$ cat src/rtl/simt_launch_pkg.sv
package simt_launch_pkg;
  localparam int WARP_SZ = 32;
  localparam int LANE_W  = 5;

  typedef enum logic {
    ST_IDLE = 1'b0,
    ST_RUN  = 1'b1
  } launch_st_e;
endpackage

$ cat src/rtl/launch_cfg_check.sv
module launch_cfg_check
  import simt_launch_pkg::*;
#(
  parameter int MAX_BD = 512,
  parameter int BD_W   = $clog2(MAX_BD) + 1,
  parameter int WI_W   = $clog2(MAX_BD / WARP_SZ)
) (
  input  logic [BD_W-1:0] bd_i,
  output logic            ok_o,
  output logic [WI_W-1:0] wlast_o
);
  logic [BD_W-LANE_W-1:0] nwarp;

  assign nwarp   = bd_i[BD_W-1:LANE_W];
  assign ok_o    = (bd_i[LANE_W-1:0] == '0) && (bd_i != '0) && (bd_i <= BD_W'(MAX_BD));
  assign wlast_o = WI_W'(nwarp - 1'b1);
endmodule

$ cat src/rtl/warp_mask_gen.sv
module warp_mask_gen
  import simt_launch_pkg::*;
#(
  parameter int CNT_W = 16
) (
  input  logic [CNT_W-1:0]   n_i,
  input  logic [CNT_W:0]     base_i,
  output logic [WARP_SZ-1:0] mask_o,
  output logic               last_o
);
  logic [CNT_W:0] rem;

  assign rem    = {1'b0, n_i} - base_i;
  assign last_o = rem <= (CNT_W+1)'(WARP_SZ);

  for (genvar i = 0; i < WARP_SZ; i++) begin : g_lane
    assign mask_o[i] = rem > (CNT_W+1)'(i);
  end
endmodule

$ cat src/rtl/launch_walker.sv
module launch_walker
  import simt_launch_pkg::*;
#(
  parameter int N_W       = 16,
  parameter int WI_W      = 4,
  parameter int NUM_CORES = 4,
  parameter int CORE_W    = (NUM_CORES > 1) ? $clog2(NUM_CORES) : 1
) (
  input  logic              clk_i,
  input  logic              rst_ni,
  input  logic              load_i,
  input  logic              adv_i,
  input  logic [WI_W-1:0]   wlast_i,
  output logic [N_W:0]      base_o,
  output logic [WI_W-1:0]   warp_o,
  output logic [N_W-1:0]    blk_o,
  output logic [CORE_W-1:0] core_o
);
  localparam logic [CORE_W-1:0] CORE_LAST = CORE_W'(NUM_CORES - 1);

  always_ff @(posedge clk_i or negedge rst_ni) begin
    if (!rst_ni) begin
      base_o <= '0;
      warp_o <= '0;
      blk_o  <= '0;
      core_o <= '0;
    end else if (load_i) begin
      base_o <= '0;
      warp_o <= '0;
      blk_o  <= '0;
      core_o <= '0;
    end else if (adv_i) begin
      base_o <= base_o + (N_W+1)'(WARP_SZ);
      if (warp_o == wlast_i) begin
        warp_o <= '0;
        blk_o  <= blk_o + 1'b1;
        core_o <= (core_o == CORE_LAST) ? '0 : core_o + 1'b1;
      end else begin
        warp_o <= warp_o + 1'b1;
      end
    end
  end

  // each advance moves exactly one warp forward
  a_r6_step_one_warp: assert property (@(posedge clk_i) disable iff (!rst_ni)
    adv_i && !load_i |=> base_o == $past(base_o) + (N_W+1)'(WARP_SZ));

  // core number stays inside the core set
  a_r5_core_range: assert property (@(posedge clk_i) disable iff (!rst_ni)
    core_o <= CORE_LAST);

  // block index only moves on a warp-index wrap
  a_r1_blk_on_wrap: assert property (@(posedge clk_i) disable iff (!rst_ni)
    adv_i && !load_i && (warp_o != wlast_i) |=> $stable(blk_o));
endmodule

$ cat src/rtl/simt_launch_gen.sv
module simt_launch_gen
  import simt_launch_pkg::*;
#(
  parameter int N_W       = 16,
  parameter int MAX_BD    = 512,
  parameter int NUM_CORES = 4,
  parameter int BD_W      = $clog2(MAX_BD) + 1,
  parameter int WI_W      = $clog2(MAX_BD / WARP_SZ),
  parameter int CORE_W    = (NUM_CORES > 1) ? $clog2(NUM_CORES) : 1
) (
  input  logic               clk_i,
  input  logic               rst_ni,
  input  logic               start_i,
  input  logic [N_W-1:0]     n_i,
  input  logic [BD_W-1:0]    block_dim_i,
  input  logic               ready_i,
  output logic               busy_o,
  output logic               err_o,
  output logic               valid_o,
  output logic [N_W-1:0]     blk_idx_o,
  output logic [WI_W-1:0]    warp_idx_o,
  output logic [N_W-1:0]     base_idx_o,
  output logic [WARP_SZ-1:0] mask_o,
  output logic [CORE_W-1:0]  core_o
);
  launch_st_e      st_q;
  logic [N_W-1:0]  n_q;
  logic [WI_W-1:0] wlast_q;
  logic            err_q;
  logic            cfg_ok;
  logic [WI_W-1:0] cfg_wlast;
  logic            accept, go, fire, last;
  logic [N_W:0]    base;

  launch_cfg_check #(.MAX_BD(MAX_BD), .BD_W(BD_W), .WI_W(WI_W)) u_cfg (
    .bd_i   (block_dim_i),
    .ok_o   (cfg_ok),
    .wlast_o(cfg_wlast)
  );

  assign accept = start_i && (st_q == ST_IDLE);
  assign go     = accept && cfg_ok && (n_i != '0);
  assign fire   = valid_o && ready_i;

  launch_walker #(.N_W(N_W), .WI_W(WI_W), .NUM_CORES(NUM_CORES), .CORE_W(CORE_W)) u_walk (
    .clk_i  (clk_i),
    .rst_ni (rst_ni),
    .load_i (go),
    .adv_i  (fire && !last),
    .wlast_i(wlast_q),
    .base_o (base),
    .warp_o (warp_idx_o),
    .blk_o  (blk_idx_o),
    .core_o (core_o)
  );

  warp_mask_gen #(.CNT_W(N_W)) u_mask (
    .n_i   (n_q),
    .base_i(base),
    .mask_o(mask_o),
    .last_o(last)
  );

  always_ff @(posedge clk_i or negedge rst_ni) begin
    if (!rst_ni) begin
      st_q    <= ST_IDLE;
      n_q     <= '0;
      wlast_q <= '0;
      err_q   <= 1'b0;
    end else begin
      if (accept) err_q <= !cfg_ok;
      if (go) begin
        n_q     <= n_i;
        wlast_q <= cfg_wlast;
      end
      unique case (st_q)
        ST_IDLE: if (go) st_q <= ST_RUN;
        ST_RUN:  if (fire && last) st_q <= ST_IDLE;
        default: st_q <= ST_IDLE;
      endcase
    end
  end

  assign busy_o     = (st_q == ST_RUN);
  assign valid_o    = (st_q == ST_RUN);
  assign err_o      = err_q;
  assign base_idx_o = base[N_W-1:0];

  // held warp does not change under backpressure
  a_r6_hold_stall: assert property (@(posedge clk_i) disable iff (!rst_ni)
    valid_o && !ready_i |=> valid_o && $stable(mask_o) && $stable(base_idx_o)
      && $stable(blk_idx_o) && $stable(warp_idx_o) && $stable(core_o));

  // an emitted warp always has lane 0 enabled
  a_r4_no_empty_warp: assert property (@(posedge clk_i) disable iff (!rst_ni)
    valid_o |-> mask_o[0]);

  // error and a running launch never coexist
  a_r7_err_idle: assert property (@(posedge clk_i) disable iff (!rst_ni)
    err_o |-> !busy_o);

  // latched count is frozen while a launch runs
  a_r8_busy_ignore: assert property (@(posedge clk_i) disable iff (!rst_ni)
    busy_o |=> $stable(n_q));

  // busy falls right after the final transfer
  a_r9_end: assert property (@(posedge clk_i) disable iff (!rst_ni)
    fire && last |=> !busy_o);
endmodule

$ cat config.mk
export PLATFORM = sky130hd
export DESIGN_NAME = simt_launch_gen
export DESIGN_NICKNAME = d
export VERILOG_FILES = /design/src/rtl/simt_launch_pkg.sv /design/src/rtl/launch_cfg_check.sv /design/src/rtl/warp_mask_gen.sv /design/src/rtl/launch_walker.sv /design/src/rtl/simt_launch_gen.sv
export SDC_FILE = /design/constraint.sdc
export NUM_CORES = 1
export LEC_CHECK = 0
export ABC_AREA = 1
export BUFFER_PORTS_ARGS = -buffer_cell sky130_fd_sc_hd__buf_2
export CORE_UTILIZATION = 40
export CTS_CLUSTER_DIAMETER = 150
export CTS_CLUSTER_SIZE = 30
export DETAILED_ROUTE_END_ITERATION = 8
export GPL_TIMING_DRIVEN = 0
export PLACE_DENSITY = 0.74
export SLEW_MARGIN = 15
export SYNTH_ARGS = -nofsm -noshare
export SYNTH_HDL_FRONTEND = slang
export SYNTH_HIERARCHICAL = 1
export SYNTH_SLANG_ARGS = --single-unit
$ cat constraint.sdc
create_clock -name clk_i -period 2.85 [get_ports clk_i]
set_clock_uncertainty 0.1 [all_clocks]
set_input_delay 0.1425 -clock clk_i [delete_from_list [all_inputs] [get_ports clk_i]]
set_output_delay 0.1425 -clock clk_i [all_outputs]
set_load 0.01 [all_outputs]
# Yosys cells after proc, flatten, opt, wreduce, memory -nomap -nowiden
# Index checks and enable logic that the tools add are counted.
# op_classes
add_sub_neg	6
order_cmp	34
n_eq_ne	2
muxes	15
bitwise_logic	1
n_reduce_logical	16
# op_table
operator	count
$gt A17 B5 Y1 const B	16
$gt A17 B4 Y1 const B	8
$gt A17 B3 Y1 const B	4
$mux W16	3
$gt A17 B1 Y1 const B	2
$gt A17 B2 Y1 const B	2
$mux W17	2
$add A17 B6 Y17 const B	1
$le A17 B6 Y1 const B	1
$sub A16 B17 Y17	1
$add A16 B1 Y16 const B	1
$reduce_bool A16 Y1	1
$mux W4	3
$le A10 B10 Y1 const B	1
$reduce_bool A10 Y1	1
$logic_and A1 B1 Y1	8
$mux W2	4
$logic_not A5 Y1	1
$add A4 B1 Y4 const B	1
$eq A4 B4 Y1	1
$reduce_bool A2 Y1	2
$sub A4 B1 Y4 const B	1
$add A2 B1 Y2 const B	1
$eq A2 B2 Y1 const B	1
5 further kinds	7
# word_totals
reg_bits	61
in_bits	30
out_inout_bits	73

# Depth between registers and ports, before layout
# logic_depth
word_depth	7
mapped_depth	28

# Hierarchy
# The synthesis kept the hierarchy.
# modules_own_cells
module	n_inst	cells_per_inst	area_per_inst_um2
launch_walker	1	299	2069.5
warp_mask_gen	1	372	1913.1
simt_launch_gen	1	117	962.2
launch_cfg_check	1	24	116.4

# Least setup slack after synthesis
# No wires, ideal clock.
# synth_path
kind	reg-to-reg
startpoint	reg u_walk.base_o[7]
endpoint	reg u_walk.blk_o[8]
arrival_ns	2.823
required_ns	2.685
path_slack_ns	-0.138
path_stages_with_launch	22
synth_period_minus_slack_ns	2.988
path_cell_list	dfrtp_1 > inv_1 > ha_1 > nand2_1 > inv_1 > a21oi_1 > nand2_1 > nand2_2 > nand3_1 > nand2_2 > nand2_2 > nor2_8 > nand3_4 > nand2_1 > nor2_1 > buf_2 > nor2_1 > inv_1 > nand2_4 > buf_6 > nand2_1 > nand2_1
# synth_via
elab_chain_cells	6
# synth_rtl
element	line_no	text
start: declaration	launch_walker.sv:14	output logic [N_W:0] base_o,
start signal: assignment	launch_walker.sv:33	base_o <= base_o + (N_W+1)'(WARP_SZ);
$sub A16 B17 Y17	warp_mask_gen.sv:13	assign rem = {1'b0, n_i} - base_i;
$le A17 B6 Y1	warp_mask_gen.sv:14	assign last_o = rem <= (CNT_W+1)'(WARP_SZ);
named net last	simt_launch_gen.sv:32	logic accept, go, fire, last;
$logic_not A1 Y1	simt_launch_gen.sv:49	.adv_i (fire && !last),
$logic_and A1 B1 Y1	simt_launch_gen.sv:49	
$reduce_bool A2 Y1 (no line)	-	
$reduce_and A2 Y1 (no line)	-	
end signal: assignment	launch_walker.sv:36	blk_o <= blk_o + 1'b1;
end: declaration	launch_walker.sv:16	output logic [N_W-1:0] blk_o,
# The timed path passes the listed nets, and every way through them passes these cells.
# A chain may end at the register's enable or synchronous reset.

# Final worst setup path
# layout_path
startpoint	reg u_walk.base_o[6]
endpoint	reg u_walk.blk_o[0]
# The elaborated chain is that of the path after synthesis.

==> impl_metrics.toml <==
[route]
route.detailed.drc = 0
vias = 5562
wl_per_cell_um = 12.9
first_pass_iters = 7
drt-total-wl_um = 14900
drt_iter0_drc = 433
ant_nets = 0
via_per_inst = 4.83

[critical_path]
cp.required_ns = 2.98
crit_path_frequent_cell = "nand2_2"
end_kind = "flip-flop"
r2r_cells = 25
path_max_fanout = 6
path_class = "reg2reg"
critPathBufInv = 6
cp-start-kind = "flip-flop"
cp_top_family = "simple AND/OR/NAND/NOR gates"
critical_path_arrival_ns = 3.11
cpPeakStageDelay_ns = 0.40
crit_slowest_cell = "dfrtp_1"
rrSetupSlack_ns = -0.13
cp.depth = 25

[yosys]
syn_avg_cell_area_um2 = 6.23
yosysTopAreaCellShare = 0.277
syn_inst = 812
synth_seq_area_share = 0.277
yosysUniqueCellTypes = 41
synth_seq_cells = 56
ys_top_cells_by_area = "dfrtp_1 28%, nand2_1 23%, inv_1 9.2%"
netlist_area_um2 = 5060
synth_area_leader_cell = "dfrtp_1"
ys_warn_count = 6

[pwr]
power_density_nw_per_um2 = 637
finalPower_mw = 4.60
p_leak_nw = 3.79
ir_drop_v = 0.000378

[sta]
slew_headroom = 0.520
tightest_slew_ns = 0.719
finalCriticalPeriod_ns = 2.98
tns_ns = -2.67
drv_slew = 0
max_freq_mhz = 335
hold_viol_final = 0
finalSetupViolCount = 45
fin_crit_sh = 1.05
worst_slack_ns = -0.131
grt_setup_unrepaired = "true"

[clock_network]
clk_pin_slew_ns = 0.08
cts_buffers = 5
ctsLongestPathBuffers = 2
clk_latency_ns = 0.30
cts.sinks = 56
cts.htree.levels = 2
clockRootBuffer = "clkbuf_16"
cts_tree = "done"

[cells_and_area]
nets = 1035
drive_above_1_share = 0.391
utilization = 0.594
antennaDiodeCount = 0
syn_to_final_growth_pct = 42.7

[placement]
dp_hpwl_um = 9870
pre_cts_slack_ns = -0.589
place.gp.congestion = 0.867
portBuffers = 97

[die]
rows = 40
start_util = 0.416
core_um2 = 12200
io_pins = 103
die_h_um = 114
die_w_um = 114
die-area_um2 = 13100

[global_route]
grt_pass1_wl_um = 22100
grt.total_usage = 0.209
overflow = 0
grt_pass1_vias = 4801
antenna_found_initial = 0
grt_max_degree = 57

[hold_path]
worstHoldPathType = "in2reg"
whs_path_depth = 3

[status]
violations = "negative setup slack"
status = "finished, violations left"

[flow_run]
drv_cap = 0
synthesized netlist by cell type (all sizes together):
cell       n
nor2      99
fa         1
xor2       5
nor4       1
o22ai      1
nand3b     4
nor3      12
nand2    330
xnor2      8
conb       1
ha        21
nand4     15
inv      135
and2       4
clkinv     2
dfrtp     56
buf       16
nand3     68
o21ai     14
o21a       1
clkbuf     1
a21oi     14
o2111ai    2
o21bai     1
per-stage QoR:
step	instances	hold slack (ns)	area [um^2]
floorplan	816	-0.253	5110
global placement	1081	0.293	5810
detailed placement	1081	0.154	5810
CTS	1116	0.00300	6490
global route	1152	0.0183	7220
finish	1152	0.000122	7220
cell usage in the layout (no fill, tap or decap), types with 2 or more instances in the layout:
master and instances:
nand2_1 249, conb_1 5, buf_6 12, nor3_4 2, clkbuf_16 6, nand2_4 22
xnor2_1 7, ha_1 7, dfrtp_2 5, clkbuf_1 2, o21ai_2 5, a21oi_1 6
nor2_4 13, nand3_2 13, nor3_1 6, o21ai_1 4, nand3_4 7, dlygate4sd3_1 4
nor2_8 3, o21ai_0 4, ha_4 14, o21ai_4 2, xor2_1 4, nand2_2 59
buf_4 55, nor2_2 16, nor3_2 4, buf_2 101, and2_1 2, nand3b_1 4
inv_2 25, nor2_1 67, inv_1 108, dfrtp_1 51, and2_4 2, a21oi_2 7
nand4_1 14, nand3_1 48
state kept, by name, indices dropped and copies added (netlist names):
register and flops:
busy_o 1, err_o 1, n_q 16, u_walk/base_o 12, u_walk/blk_o 16, u_walk/core_o 2
u_walk/warp_o 4, wlast_q 4
timing repair:
action / CTS / global route
buffers inserted: 22 / 35
hold endpoints to repair: 59 / 0
gates resized for setup: 71 / 126
endpoints found under the setup margin: 64 / 64
pin swaps: 17 / 95
hold buffers: 4 / 0
cloned: 1 / 2
path summary, 6_finish.rpt:
path,start,endpoint
max,u_walk/base_o[6]$_DFFE_PN0P_,u_walk/blk_o[0]$_DFFE_PN0P_
min,n_i[3],n_q[3]$_DFFE_PN0P_
max reg2reg,u_walk/base_o[6]$_DFFE_PN0P_,u_walk/blk_o[0]$_DFFE_PN0P_
min reg2reg,n_q[0]$_DFFE_PN0P_,n_q[0]$_DFFE_PN0P_
max in group asynchronous,rst_ni,u_walk/base_o[9]$_DFFE_PN0P_
min in group asynchronous,rst_ni,u_walk/base_o[15]$_DFFE_PN0P_
cell families (layout without fill, tap and decap cells):
kind of cell    count (synthesis)  after routing  share of synthesized area
fa+ha+maj                      22             22                     0.0559
simple gates                  533            533                      0.476
other cells                     1              5                   0.000741
compound gates                 33             34                     0.0383
xor+xnor                       13             13                     0.0277
flops                          56             56                      0.277
buf+inv                       154            321                      0.125
worst min-delay path, cell delays in order:
cell	delay [ns]
buf_2	0.09
nand3_1	0.07
nand2_1	0.06
per-layer routing:
metal	GRT usage	share of wire	wire length (um)
met5	0	0	0
met4	0.0442	0.016	233
met1	0.282	0.45	6650
met3	0.0201	0.034	506
met2	0.362	0.50	7490
final cells by class:
cell class | count | area [um^2]
fill | 1050 | 4940
multi-input combinational | 607 | 3780
sequential | 56 | 1410
timing repair buffer | 160 | 1030
inverter | 137 | 523
tap | 168 | 210
clock buffer | 6 | 129
buffer | 16 | 123
clock inverter | 2 | 16.3
report_power, final:
part / switching, mW / internal [mW]
Combinational: 1.72 / 1.14
Clock: 0.292 / 0.329
Sequential: 0.172 / 0.943
No activity file was read; power rests on OpenSTA's default activity.
